## src/rtl/ipg_pkg.sv

```systemverilog
package ipg_pkg;
  localparam int CODE_W     = 3;
  localparam int WORD_W     = 16;
  localparam int LOW_W      = 9;
  localparam int BASE_TICKS = 96;
  localparam int STEP_TICKS = 16;
  localparam int MAX_TICKS  = BASE_TICKS + STEP_TICKS * ((1 << CODE_W) - 1);
  localparam int CNT_W      = $clog2(MAX_TICKS + 1);

  localparam logic [CODE_W-1:0] RX_CODE_DEF = 3'b110;
  localparam logic [CODE_W-1:0] TX_CODE_DEF = 3'b000;

  typedef struct packed {
    logic              en;
    logic [CODE_W-1:0] rx_code;
    logic [CODE_W-1:0] tx_code;
    logic [LOW_W-1:0]  low;
  } ctrl_t;

  localparam ctrl_t CTRL_RST = '{en: 1'b0, rx_code: RX_CODE_DEF,
                                 tx_code: TX_CODE_DEF, low: '0};
endpackage

```

## src/rtl/ipg_ctrl_reg.sv

```systemverilog
module ipg_ctrl_reg
  import ipg_pkg::*;
(
  input  logic              clk,
  input  logic              rst,
  input  logic              wr_en,
  input  logic [WORD_W-1:0] wr_data,
  input  logic              force_def,
  output ctrl_t             ctrl
);
  ctrl_t wr_word;
  ctrl_t nxt;

  assign wr_word = ctrl_t'(wr_data);

  always_comb begin
    nxt = ctrl;
    if (wr_en) begin
      nxt.low = wr_word.low;
      if (wr_word.en && !force_def) begin
        nxt.en      = 1'b1;
        nxt.rx_code = wr_word.rx_code;
        nxt.tx_code = wr_word.tx_code;
      end else begin
        nxt.en      = 1'b0;
        nxt.rx_code = RX_CODE_DEF;
        nxt.tx_code = TX_CODE_DEF;
      end
    end else if (force_def) begin
      nxt.en      = 1'b0;
      nxt.rx_code = RX_CODE_DEF;
      nxt.tx_code = TX_CODE_DEF;
    end
  end

  always_ff @(posedge clk) begin
    if (rst) ctrl <= CTRL_RST;
    else     ctrl <= nxt;
  end
endmodule

```

## src/rtl/ipg_gap_sel.sv

```systemverilog
module ipg_gap_sel
  import ipg_pkg::*;
(
  input  ctrl_t             ctrl,
  input  logic              rx_evt,
  output logic [CNT_W-1:0]  term
);
  logic [CODE_W-1:0] rx_eff;
  logic [CODE_W-1:0] tx_eff;
  logic [CODE_W-1:0] code;

  assign rx_eff = ctrl.en ? ctrl.rx_code : RX_CODE_DEF;
  assign tx_eff = ctrl.en ? ctrl.tx_code : TX_CODE_DEF;
  assign code   = rx_evt ? rx_eff : tx_eff;
  assign term   = CNT_W'(BASE_TICKS) + CNT_W'(STEP_TICKS) * CNT_W'(code);
endmodule

```

## src/rtl/ipg_gap_cnt.sv

```systemverilog
module ipg_gap_cnt
  import ipg_pkg::*;
(
  input  logic             clk,
  input  logic             rst,
  input  logic             start,
  input  logic [CNT_W-1:0] term_in,
  input  logic             tick,
  output logic             done
);
  logic [CNT_W-1:0] cnt;
  logic [CNT_W-1:0] term_q;
  logic [CNT_W-1:0] cnt_inc;

  assign cnt_inc = cnt + CNT_W'(1);

  always_ff @(posedge clk) begin
    if (rst) begin
      cnt    <= '0;
      term_q <= CNT_W'(BASE_TICKS);
      done   <= 1'b1;
    end else if (start) begin
      cnt    <= '0;
      term_q <= term_in;
      done   <= 1'b0;
    end else if (tick && !done) begin
      cnt    <= cnt_inc;
      done   <= (cnt_inc == term_q);
    end
  end
endmodule

```

## src/rtl/ipg_timer.sv

```systemverilog
module ipg_timer
  import ipg_pkg::*;
(
  input  logic              clk,
  input  logic              rst,
  input  logic              bit_tick,
  input  logic              tx_done,
  input  logic              rx_done,
  input  logic              stop_cmd,
  input  logic              init_cmd,
  input  logic              wr_en,
  input  logic [WORD_W-1:0] wr_data,
  output logic [WORD_W-1:0] ctrl_word,
  output logic              gap_ok
);
  ctrl_t            ctrl;
  logic [CNT_W-1:0] term;
  logic             frame_end;

  assign frame_end = tx_done | rx_done;
  assign ctrl_word = WORD_W'(ctrl);

  ipg_ctrl_reg u_reg (
    .clk(clk), .rst(rst), .wr_en(wr_en), .wr_data(wr_data),
    .force_def(stop_cmd | init_cmd), .ctrl(ctrl)
  );

  ipg_gap_sel u_sel (
    .ctrl(ctrl), .rx_evt(rx_done), .term(term)
  );

  ipg_gap_cnt u_cnt (
    .clk(clk), .rst(rst), .start(frame_end), .term_in(term),
    .tick(bit_tick), .done(gap_ok)
  );
endmodule

```

## config.mk

```make
export PLATFORM = sky130hd
export DESIGN_NAME = ipg_timer
export DESIGN_NICKNAME = d
export VERILOG_FILES = /design/src/rtl/ipg_pkg.sv /design/src/rtl/ipg_ctrl_reg.sv /design/src/rtl/ipg_gap_sel.sv /design/src/rtl/ipg_gap_cnt.sv /design/src/rtl/ipg_timer.sv
export SDC_FILE = /design/constraint.sdc
export NUM_CORES = 1
export LEC_CHECK = 0
export ABC_CLOCK_PERIOD_IN_PS = 2100
export BUFFER_PORTS_ARGS = -buffer_cell sky130_fd_sc_hd__buf_2
export CAP_MARGIN = 0
export CORE_MARGIN = 2
export CORE_UTILIZATION = 40
export DETAILED_ROUTE_END_ITERATION = 16
export PLACE_DENSITY = 0.73
export SETUP_SLACK_MARGIN = 0.05
export SLEW_MARGIN = 15
export SYNTH_ARGS = -nofsm -noshare
export SYNTH_HDL_FRONTEND = slang
export SYNTH_HIERARCHICAL = 1
export SYNTH_SLANG_ARGS = --single-unit
export TNS_END_PERCENT = 10
```

## constraint.sdc

```tcl
create_clock -name clk -period 2.1 [get_ports clk]
set_clock_uncertainty 0.15 [all_clocks]
set_input_delay 0.42 -clock clk [delete_from_list [all_inputs] [get_ports clk]]
set_output_delay 0.42 -clock clk [all_outputs]
set_load 0.005 [all_outputs]
```

Yosys cells after proc, flatten, opt, wreduce, memory -nomap -nowiden

Index checks and enable logic that the tools add are counted.

Word-level logic and storage cells: 27
Bits of input ports: 24
Output and inout port bits: 17
Register bits: 33

Equality and inequality tests: 1
$add $sub $neg: 2
Bitwise operators: 2
Reduce and logical (&&, ||, !) cells: 7
Mux-type cells: 8

Operators with widths:

| kind                  | count |
|---|---|
| $mux W7               | 3 |
| $mux W3               | 3 |
| $add A7 B7 Y8 const A | 1 |
| $add A8 B1 Y8 const B | 1 |
| $eq A8 B8 Y1          | 1 |
| $reduce_bool A2 Y1    | 2 |
| $logic_and A1 B1 Y1   | 2 |
| $logic_not A1 Y1      | 2 |
| $mux W1               | 2 |
| $or A1 B1 Y1          | 2 |
| $reduce_or A2 Y1      | 1 |

Depth between registers and ports, before layout

Depth in word-level cells: 5
Gate-level depth with buffers: 7
Mapped depth without buffers: 6

Modules after synthesis

Netlist, hierarchy kept.

By module, submodules not included:

| module       | cells each | times used | area each (um^2) | seq. area each (um^2) |
|---|---|---|---|---|
| ipg_gap_cnt  | 105        | 1          | 900.9            | 340.3 |
| ipg_ctrl_reg | 59         | 1          | 596.8            | 320.3 |
| ipg_gap_sel  | 15         | 1          | 101.3            | 0.0 |
| ipg_timer    | 2          | 1          | 12.5             | 0.0 |

Least setup slack after synthesis

Ideal clock, no wire load.

Kind: register -> register
From: register u_cnt.cnt[0]
To: register u_cnt.done
Stages on the path, launching flop included: 6
Arrival: 1.523 ns
Period minus slack after synthesis: 1.760 ns
Path buffers: 0
Library setup time: 0.087 ns
Required time: 1.863 ns
Setup slack: 0.340 ns
Cells stage by stage: dfxtp_1 -> ha_1 -> or4_4 -> a311oi_2 -> a311oi_1 -> o31ai_1

Longest elaborated chain between the ends: 4

Ends and longest elaborated chain:

| item                   | RTL line          | source |
|---|---|---|
| from (decl)            | ipg_gap_cnt.sv:11 | `logic [CNT_W-1:0] cnt;` |
| from (signal assigned) | ipg_gap_cnt.sv:27 | `cnt <= cnt_inc;` |
| $add A8 B1 Y8          | ipg_gap_cnt.sv:15 | `assign cnt_inc = cnt + CNT_W'(1);` |
| $eq A8 B8 Y1           | ipg_gap_cnt.sv:28 | `done <= (cnt_inc == term_q);` |
| $mux W1                | ipg_gap_cnt.sv:26 | `end else if (tick && !done) begin` |
| $mux W1                | ipg_gap_cnt.sv:22 | `end else if (start) begin` |
| to (signal assigned)   | ipg_gap_cnt.sv:28 |  |
| to (decl)              | ipg_gap_cnt.sv:9  | `output logic done` |

Every way passes these cells. The select of a mux whose other input is x is not followed.
A chain may end at the register's enable or synchronous reset.

Worst setup path after layout

Ends and elaborated chain as after synthesis.

==> qor.txt <==
DRC: 0
Cells after Synth: 181
Non-Filler Instances: 270
number of diodes: 0
Post-Synth Simple-Gate Area: 0.2306
DIE AREA: 4553 sq um
placed cell count: 263
XOR/XNOR Fraction of Synth Area: 0.07609
GRT Total Usage: 0.1517
Synth Area in Compound Gates: 0.09317
setup violators final: 0
share of layout cells above drive strength 1: 0.2727
Routability Congestion: 0.8681
Yosys warnings: 6
most used flip-flop cell after synthesis: dfxtp_1
antenna-violating nets left: 0
Reg power frac: 0.522
postcts setup bufs: 0
P_int: 974.8 uW
setup TNS: 0 ns
Clk pin slew, worst setup/hold paths: 0.07 ns
DR pass1 iterations: 4
CP Launch Type: register
pre-CTS setup slack: 0.2530 ns
Logic pwr share: 0.100
area occupied by multi-input gates: 864.6 sq um
initial antenna violation count: 0
H-tree levels: 2
mux contribution to synthesized area: 0.1118
Cell Area, Synth: 1612 sq um
global-route wire length before repair: 5.140 mm
Avg Cell Area, Syn: 8.904 sq um
Final Hold Viols: 0
initial DRC count: 74
Total Power: 1.276 mW
CTS buffer count: 5
CP Data Arrival Time: 1.90 ns
largest net degree at the start of global routing: 23
post-CTS resize count: 0
HPWL Detailed: 2.228 mm
Peak VDD IR: 0.3971 mV
routed len/inst: 11.23 um
Yosys cell types: 39
initial core utilization: 0.4088
Yosys reg bits: 33
sequential area share after synthesis: 0.4099
fin nets: 246
final WL: 3.031 mm
Core Area: 3943 sq um
asr flop ratio synth: 0
Max Root-Sink Buffers: 2
final worst slack: 0.2555 ns
register area: 660.6 sq um
min Tclk post-route: 1.844 ns
CP Class: reg2reg
Pleak: 0.8446 nW
clock root cell: clkbuf_8
Vias/cell: 4.826
CTS Hold Bufs: 0
power density cells: 665.9 nW/um^2
final period utilization: 0.8783
row cnt: 23
Clk pwr share: 0.378
Synth Area in Adders: 0.01553
Die W: 67.48 um
outcome: completed
EDFF count, synth: 0
DR vias: 1303
Max Cap Viol: 0
worst hold-check path type: in2reg
combinational family with the most area after synthesis: simple AND/OR/NAND/NOR gates
fillers: 351
RSZ-0062 raised after global routing: false
number of port buffers: 40
Net Sw Power: 300.8 uW
Net Sw Frac: 0.2358
I/O pin total: 41
number of global-route vias before repair: 1221
crit end category: register
CTS tree: built
Chip Height: 67.48 um
CP Max Fanout: 5
Layout area overhead: 18.87%
latest clock arrival within the worst-skew pair: 0.28 ns
Crit path required time: 2.15 ns
final slew viol count: 0
GRT overflow: 0
maximum clock frequency: 0.5422 GHz
CTS Sinks: 33
-- state kept, by name, summed over array words and instances, names as in the netlist --
register and cells:
u_cnt/done 1, u_cnt/cnt 8, u_cnt/term_q 8, u_reg/ctrl 16
-- routing by layer --
layer	wire length, um	track usage	part of all wire
met5	0	0	0
met2	1307	0.2402	0.43
met1	1451	0.1819	0.48
met3	215	0.05667	0.071
met4	57	0.06888	0.019
-- layout by cell type (no fill, tap or decap), types with 3 or more instances in the layout --
master	netlist	layout
clkbuf_8	0	6
inv_1	4	4
o21ai_0	6	6
a21oi_1	6	6
buf_2	0	40
xnor2_1	7	7
nand4_1	3	3
nand2_1	5	5
conb_1	1	4
buf_4	4	3
xor2_1	7	7
nor2b_1	4	4
nand3_1	8	8
dfxtp_1	33	33
mux2i_1	18	18
nor2_1	30	30
nand2b_1	4	4
-- logic make-up (layout without fill, tap and decap cells) --
group           Yosys count  count (layout)
simple gates             72              72
flops                    33              33
compound gates           23              23
mux                      18              18
buf+inv                  18              54
xor+xnor                 14              14
fa+ha+maj                 2               2
other cells               1               4
-- worst paths after layout --
check                 start              to  slack (ns)  depth (start not counted)
max            u_cnt/cnt[0]      u_cnt/done        0.26                          5
min              wr_data[2]   u_reg/ctrl[2]        0.22                          3
max reg2reg    u_cnt/cnt[0]      u_cnt/done        0.26                          5
min reg2reg  u_reg/ctrl[12]  u_reg/ctrl[12]        0.34                          2
-- power by group through the flow --
stage,combinational (mW),sequential [mW],clock [mW]
floorplan,0.0868,0.678,0
detailed placement,0.129,0.678,0
global route,0.143,0.668,0.529
CTS,0.129,0.665,0.501
global placement,0.127,0.678,0
finish,0.128,0.665,0.482
-- cell type report --
cell class,instances,area share
sequential,33,0.3449
multi-input combinational,133,0.4513
inverter,4,0.007838
clock inverter,1,0.003919
tap,50,0.03266
timing repair buffer,43,0.1163
clock buffer,6,0.04311
-- stage by stage --
stage | cell area, sq um | hold slack [ns] | util
floorplan | 1623 | 0.3195 | -
global placement | 1826 | 0.3182 | 0.4630
detailed placement | 1826 | 0.3261 | 0.4630
CTS | 1916 | 0.2092 | 0.4859
global route | 1916 | 0.2202 | 0.4859
finish | 1916 | 0.2194 | 0.4859
-- synthesized netlist by cell type, types with 3 or more instances --
| cell | instances | area (sq um) |
|---|---|---|
| inv_1 | 4 | 15.01 |
| nand3_1 | 8 | 40.04 |
| mux2i_1 | 18 | 180.2 |
| o21ai_0 | 6 | 30.03 |
| dfxtp_1 | 33 | 660.6 |
| xnor2_1 | 7 | 61.31 |
| a21oi_1 | 6 | 30.03 |
| nand4_1 | 3 | 18.77 |
| nand2_1 | 5 | 18.77 |
| clkbuf_1 | 8 | 30.03 |
| buf_4 | 4 | 30.03 |
| nor2b_1 | 4 | 25.02 |
| xor2_1 | 7 | 61.31 |
| nor2_1 | 30 | 112.6 |
| nand2b_1 | 4 | 25.02 |
-- critical path: stages, from the launching register on --
cell and delay [ns]:
dfxtp_1 0.37, ha_1 0.23, or4_4 0.51, a311oi_2 0.24
a311oi_1 0.08, o31ai_1 0.19
(Power assumes the default switching activity.)
